[config.mk]
export PLATFORM = sky130hd
export DESIGN_NAME = iom2_term_link
export DESIGN_NICKNAME = d
export VERILOG_FILES = /design/src/rtl/iom2t_pkg.sv /design/src/rtl/iom2t_timing.sv /design/src/rtl/iom2t_tx.sv /design/src/rtl/iom2t_rx.sv /design/src/rtl/iom2_term_link.sv
export SDC_FILE = /design/constraint.sdc
export NUM_CORES = 1
export LEC_CHECK = 0
export CAP_MARGIN = 20
export CORE_MARGIN = 1
export CORE_UTILIZATION = 50
export CTS_CLUSTER_SIZE = 25
export DETAILED_ROUTE_END_ITERATION = 6
export PLACE_DENSITY = 0.86
export SYNTH_ARGS = -nofsm -noshare
export SYNTH_HDL_FRONTEND = slang
export SYNTH_HIERARCHICAL = 1
export SYNTH_SLANG_ARGS = --single-unit
[constraint.sdc]
create_clock -name clk -period 3.2 [get_ports clk]
set_input_delay 0.64 -clock clk [delete_from_list [all_inputs] [get_ports clk]]
set_output_delay 0.64 -clock clk [all_outputs]
set_load 0.005 [all_outputs]
[src/rtl/iom2t_pkg.sv]
package iom2t_pkg;
    localparam int BYTE_W   = 8;
    localparam int CH_BYTES = 8;
    localparam int CH_BITS  = BYTE_W * CH_BYTES;
endpackage

[src/rtl/iom2t_timing.sv]
module iom2t_timing
    import iom2t_pkg::*;
#(
    parameter int FRAME_BITS = 96,
    parameter int STRB_BYTES = 1
) (
    input  logic                                  clk,
    input  logic                                  rst_n,
    input  logic                                  fsync,
    output logic [$clog2(2*FRAME_BITS)-1:0]       cnt_q,
    output logic [$clog2(2*FRAME_BITS)-1:0]       cnt_nxt,
    output logic                                  lock_q,
    output logic                                  lock_nxt,
    output logic                                  sof,
    output logic                                  bit_clk,
    output logic                                  b1_strobe
);
    localparam int CYC      = 2 * FRAME_BITS;
    localparam int CW       = $clog2(CYC);
    localparam int STRB_CYC = 2 * BYTE_W * STRB_BYTES;

    typedef struct packed {
        logic          fs;
        logic          lock;
        logic [CW-1:0] cnt;
        logic          bclk;
        logic          strb;
    } tim_t;

    tim_t st_d, st_q;
    logic fs_edge, wrap;

    always_comb begin
        st_d    = st_q;
        st_d.fs = fsync;
        fs_edge = fsync & ~st_q.fs;
        wrap    = st_q.lock && (st_q.cnt == CW'(CYC - 1));
        if (fs_edge || wrap || !st_q.lock)
            st_d.cnt = '0;
        else
            st_d.cnt = st_q.cnt + 1'b1;
        st_d.lock = st_q.lock | fs_edge;
        st_d.bclk = st_d.lock & st_d.cnt[0];
        st_d.strb = st_d.lock & (st_d.cnt < CW'(STRB_CYC));
        sof       = fs_edge | wrap;
    end

    always_ff @(posedge clk or negedge rst_n) begin
        if (!rst_n) st_q <= '0;
        else        st_q <= st_d;
    end

    assign cnt_q     = st_q.cnt;
    assign cnt_nxt   = st_d.cnt;
    assign lock_q    = st_q.lock;
    assign lock_nxt  = st_d.lock;
    assign bit_clk   = st_q.bclk;
    assign b1_strobe = st_q.strb;
endmodule

[src/rtl/iom2t_tx.sv]
module iom2t_tx #(
    parameter int FRAME_BITS = 96,
    parameter int CH_BITS    = 64
) (
    input  logic                                  clk,
    input  logic                                  rst_n,
    input  logic                                  sof,
    input  logic                                  lock_nxt,
    input  logic [$clog2(2*FRAME_BITS)-2:0]       bit_nxt,
    input  logic [CH_BITS-1:0]                    tx_vec,
    output logic                                  up_data
);
    localparam int BW = $clog2(2 * FRAME_BITS) - 1;

    typedef struct packed {
        logic [CH_BITS-1:0] snap;
        logic               du;
    } tx_t;

    tx_t st_d, st_q;
    logic [CH_BITS-1:0] shifted;

    always_comb begin
        st_d      = st_q;
        st_d.snap = sof ? tx_vec : st_q.snap;
        shifted   = st_d.snap << bit_nxt;
        if (lock_nxt && (bit_nxt < BW'(CH_BITS)))
            st_d.du = shifted[CH_BITS-1];
        else
            st_d.du = 1'b1;
    end

    always_ff @(posedge clk or negedge rst_n) begin
        if (!rst_n) st_q <= '{snap: '0, du: 1'b1};
        else        st_q <= st_d;
    end

    assign up_data = st_q.du;
endmodule

[src/rtl/iom2t_rx.sv]
module iom2t_rx #(
    parameter int FRAME_BITS = 96,
    parameter int CH_BITS    = 64
) (
    input  logic                                  clk,
    input  logic                                  rst_n,
    input  logic                                  lock_q,
    input  logic [$clog2(2*FRAME_BITS)-1:0]       cnt_q,
    input  logic                                  dn_data,
    output logic [CH_BITS-1:0]                    rx_vec,
    output logic                                  frame_done
);
    localparam int CYC = 2 * FRAME_BITS;
    localparam int CW  = $clog2(CYC);
    localparam int BW  = CW - 1;

    typedef struct packed {
        logic [CH_BITS-1:0] sh;
        logic [CH_BITS-1:0] hold;
        logic               done;
    } rx_t;

    rx_t st_d, st_q;
    logic [BW-1:0] bit_idx;
    logic          eof;

    always_comb begin
        st_d    = st_q;
        bit_idx = cnt_q[CW-1:1];
        eof     = lock_q && (cnt_q == CW'(CYC - 1));
        if (lock_q && !cnt_q[0] && (bit_idx < BW'(CH_BITS)))
            st_d.sh = {st_q.sh[CH_BITS-2:0], dn_data};
        st_d.done = eof;
        if (eof)
            st_d.hold = st_q.sh;
    end

    always_ff @(posedge clk or negedge rst_n) begin
        if (!rst_n) st_q <= '0;
        else        st_q <= st_d;
    end

    assign rx_vec     = st_q.hold;
    assign frame_done = st_q.done;
endmodule

[src/rtl/iom2_term_link.sv]
module iom2_term_link
    import iom2t_pkg::*;
#(
    parameter int FRAME_BITS = 96,
    parameter int STRB_BYTES = 1
) (
    input  logic       clk,
    input  logic       rst_n,
    input  logic       fsync,
    input  logic       dn_data,
    input  logic [7:0] tx_b1,
    input  logic [7:0] tx_b2,
    input  logic [7:0] tx_mon0,
    input  logic [1:0] tx_dch,
    input  logic [3:0] tx_cmdind0,
    input  logic       tx_hsr0,
    input  logic       tx_hsx0,
    input  logic [7:0] tx_icom1,
    input  logic [7:0] tx_icom2,
    input  logic [7:0] tx_mon1,
    input  logic [5:0] tx_cmdind1,
    input  logic       tx_hsr1,
    input  logic       tx_hsx1,
    output logic       up_data,
    output logic       bit_clk,
    output logic       b1_strobe,
    output logic [7:0] rx_b1,
    output logic [7:0] rx_b2,
    output logic [7:0] rx_mon0,
    output logic [1:0] rx_dch,
    output logic [3:0] rx_cmdind0,
    output logic       rx_hsr0,
    output logic       rx_hsx0,
    output logic [7:0] rx_icom1,
    output logic [7:0] rx_icom2,
    output logic [7:0] rx_mon1,
    output logic [5:0] rx_cmdind1,
    output logic       rx_hsr1,
    output logic       rx_hsx1,
    output logic       frame_done
);
    localparam int CW = $clog2(2 * FRAME_BITS);

    logic [CW-1:0]      cnt_q, cnt_nxt;
    logic               lock_q, lock_nxt, sof;
    logic [CH_BITS-1:0] tx_vec, rx_vec;

    assign tx_vec = {tx_b1, tx_b2, tx_mon0,
                     tx_dch, tx_cmdind0, tx_hsr0, tx_hsx0,
                     tx_icom1, tx_icom2, tx_mon1,
                     tx_cmdind1, tx_hsr1, tx_hsx1};

    assign {rx_b1, rx_b2, rx_mon0,
            rx_dch, rx_cmdind0, rx_hsr0, rx_hsx0,
            rx_icom1, rx_icom2, rx_mon1,
            rx_cmdind1, rx_hsr1, rx_hsx1} = rx_vec;

    iom2t_timing #(.FRAME_BITS(FRAME_BITS), .STRB_BYTES(STRB_BYTES)) u_tim (
        .clk(clk), .rst_n(rst_n), .fsync(fsync),
        .cnt_q(cnt_q), .cnt_nxt(cnt_nxt),
        .lock_q(lock_q), .lock_nxt(lock_nxt), .sof(sof),
        .bit_clk(bit_clk), .b1_strobe(b1_strobe)
    );

    iom2t_tx #(.FRAME_BITS(FRAME_BITS), .CH_BITS(CH_BITS)) u_tx (
        .clk(clk), .rst_n(rst_n), .sof(sof), .lock_nxt(lock_nxt),
        .bit_nxt(cnt_nxt[CW-1:1]), .tx_vec(tx_vec), .up_data(up_data)
    );

    iom2t_rx #(.FRAME_BITS(FRAME_BITS), .CH_BITS(CH_BITS)) u_rx (
        .clk(clk), .rst_n(rst_n), .lock_q(lock_q), .cnt_q(cnt_q),
        .dn_data(dn_data), .rx_vec(rx_vec), .frame_done(frame_done)
    );
endmodule

==> impl_results.md <==
* Clock Latency Late Sink at about 0.50 ns
* GP Congestion at ~0.86
* Starting DRC count in detailed routing at slightly below 300
* Max-slew violation count at 0
* Sink count of the clock tree at 206
* Max Fanout on Critical Path at 8
* Total standard cell area after synthesis at ~9500 um2
* Final #Nets at between 700 and 800
* CP Capture Type: flop
* Number of max-capacitance violations reported at 0
* Number of buffers between clock root and the deepest sink at 3
* Clock tree from TritonCTS: built
* Fill cell instance count of the final layout at 1,305
* Setup repair after global routing missed its margin: no
* Root buffer cell: sky130_fd_sc_hd__clkbuf_16
* PwrDens at roughly 650 nW/um2
* Critical Path Source Type: flop
* Number of I/O port buffers at about 140
* Total via count after detailed routing at roughly 5,400
* Syn_area_per_cell at between 10 and 15 um2
* Vias in the first global route at 5,723
* X dimension of the die at between 100 and 150 um
* Die Area at around 20,000 um2
* Clock-pin transition on the worst setup and hold timing paths at about 0.070 ns
* Static leakage at slightly above 5 nW
* First-pass GRT wire length at slightly below 30,000 um
* Vias per cell at around 5.6
* Setup Skew at around 0.0091 ns
* Final hold viol count at 0
* Post-layout minimum cycle time at 2.97 ns
* Sum of routed wire length over all layers at about 18,000 um
* Final design utilization at 0.615
* Nets in the synthesized netlist at between 700 and 800
* Non-filler cells, final at 974
* Number of antenna diodes at 0
* Detailed Place HPWL at between 10,000 and 15,000 um
* Tcrit/Tclk final at 0.929
* Number of placed instances with taps included at 934
* Fraction of layout cells with a size suffix above 1 at 0.324
* VDD IR max at 0.484 mV
* Die boundary height at ~140 um
* Overall routing resource usage at 0.185
* Arrival time at the worst endpoint at roughly 3.4 ns
* Pin count of the biggest net entering global routing at between 80 and 90
* Number of warnings issued by yosys at 6
* Number of buffers inserted during clock tree synthesis at 22
* DRC viols at 0
* Fmax achieved at around 0.34 GHz
* Most common library cell in the layout ignoring fill and taps: sky130_fd_sc_hd__dfrtp_1
* Core ar. at 18,700 um2
* Effective utilization at floorplan at 0.509
* Run status: completed
* Hold/Removal Path Class: input pin to async pin
* Area delta synth->final at 20.9%
* Least-Margin Pin Slew at approximately 0.83 ns
* Setup violation total in the final timing report at 0
* Normalized max-slew margin at 0.446
* Synthesized netlist cell count at between 600 and 700
* FF+latch area at 5160 um2
* Critical path type: flop to flop
* Routed wire length per instance at roughly 18 um
* Number of optimization iterations in the first detailed-route pass at 4
* Most used cells in the layout excluding fill and tap cells: sky130_fd_sc_hd__dfrtp_1, sky130_fd_sc_hd__mux2_2, sky130_fd_sc_hd__clkdlybuf4s50_1
* Initial antenna violation count at 0
* Antenna-violating nets left at 0
* Area used by multi-input combinational logic at around 3600 um2
* CTS Hold Buffers Added at 0
* Overall overflow remaining after global route at 0
* Cell Rows at 50
* H-Tree Depth at 1
* Total setup buffers inserted after CTS at 0
* Critical path required time at 3.62 ns
* Fin Setup TNS at 0 ns
* I/O pin cnt at around 140
per-stage QoR:
step	hold WS, ns	cell area, um2	setup slack, ns	power (mW)
2_1_floorplan	0.344	9510	0.215	4.16
3_3_place_gp	0.468	10700	-0.0942	4.53
3_5_place_dp	0.474	10700	-0.168	4.61
4_1_cts	0.218	11500	0.176	7.52
5_1_grt	0.245	11500	0.00207	7.81
6_report	0.179	11500	0.228	7.46
metal layers:
layer / wire length, um / global-route usage / vias up
met3: 1130 / 0.0328 / 33
met1: 7660 / 0.255 / 2768
met2: 8460 / 0.303 / 206
met4: 334 / 0.0526 / 0
li1: - / - / 2420
met5: 0 / 0 / -
area by class of cell:
type                       instances  share of cell area
clock buffer                      26              0.0528
clock inverter                    14              0.0200
tap                              234              0.0255
timing repair buffer             163               0.142
multi-input combinational        326               0.310
inverter                           5             0.00163
sequential                       206               0.448
where the power goes:
group	internal, mW	leakage (nW)	switching, mW
Combinational	0.798	2.08	0.593
Sequential	2.96	2.65	0.243
Clock	1.84	0.400	1.03
flip-flops by register name, indices dropped and copies added (netlist names), 8 cells and up:
name,cells
u_rx/rx_vec,64
u_rx/st_q,64
u_tx/st_q,64
u_tim/cnt_q,8
path summary, 6_finish.rpt:
kind | from | endpoint | slack (ns) | cells after the start
max | u_tim/cnt_q[1] | u_tx/up_data | 0.23 | 10
min in group clk | u_rx/rx_vec[44] | u_rx/rx_vec[44] | 0.48 | 1
max in group asynchronous | rst_n | u_tx/st_q[36] | 2.13 | 2
max reg2reg | u_tim/cnt_q[1] | u_tx/up_data | 0.23 | 10
min reg2reg | u_rx/rx_vec[44] | u_rx/rx_vec[44] | 0.48 | 1
min | rst_n | u_rx/rx_vec[18] | 0.18 | 1
worst max-delay path, stage by stage, from the launching register on:
cell                        delay, ns
sky130_fd_sc_hd__dfrtp_1         0.44
sky130_fd_sc_hd__ha_1            0.24
sky130_fd_sc_hd__and2_4          0.19
sky130_fd_sc_hd__nand3_1         0.12
sky130_fd_sc_hd__nand2_4         0.16
sky130_fd_sc_hd__mux4_1          0.57
sky130_fd_sc_hd__mux2_2          0.29
sky130_fd_sc_hd__a2111oi_1       0.39
sky130_fd_sc_hd__a221oi_1        0.16
sky130_fd_sc_hd__a311oi_1        0.26
sky130_fd_sc_hd__nor3_1          0.09
what timing repair did:
item,CTS,global route
resized for setup,0,3
endpoints found under the setup margin,0,1
hold endpoints to repair,0,0
(Power assumes the default switching activity.)
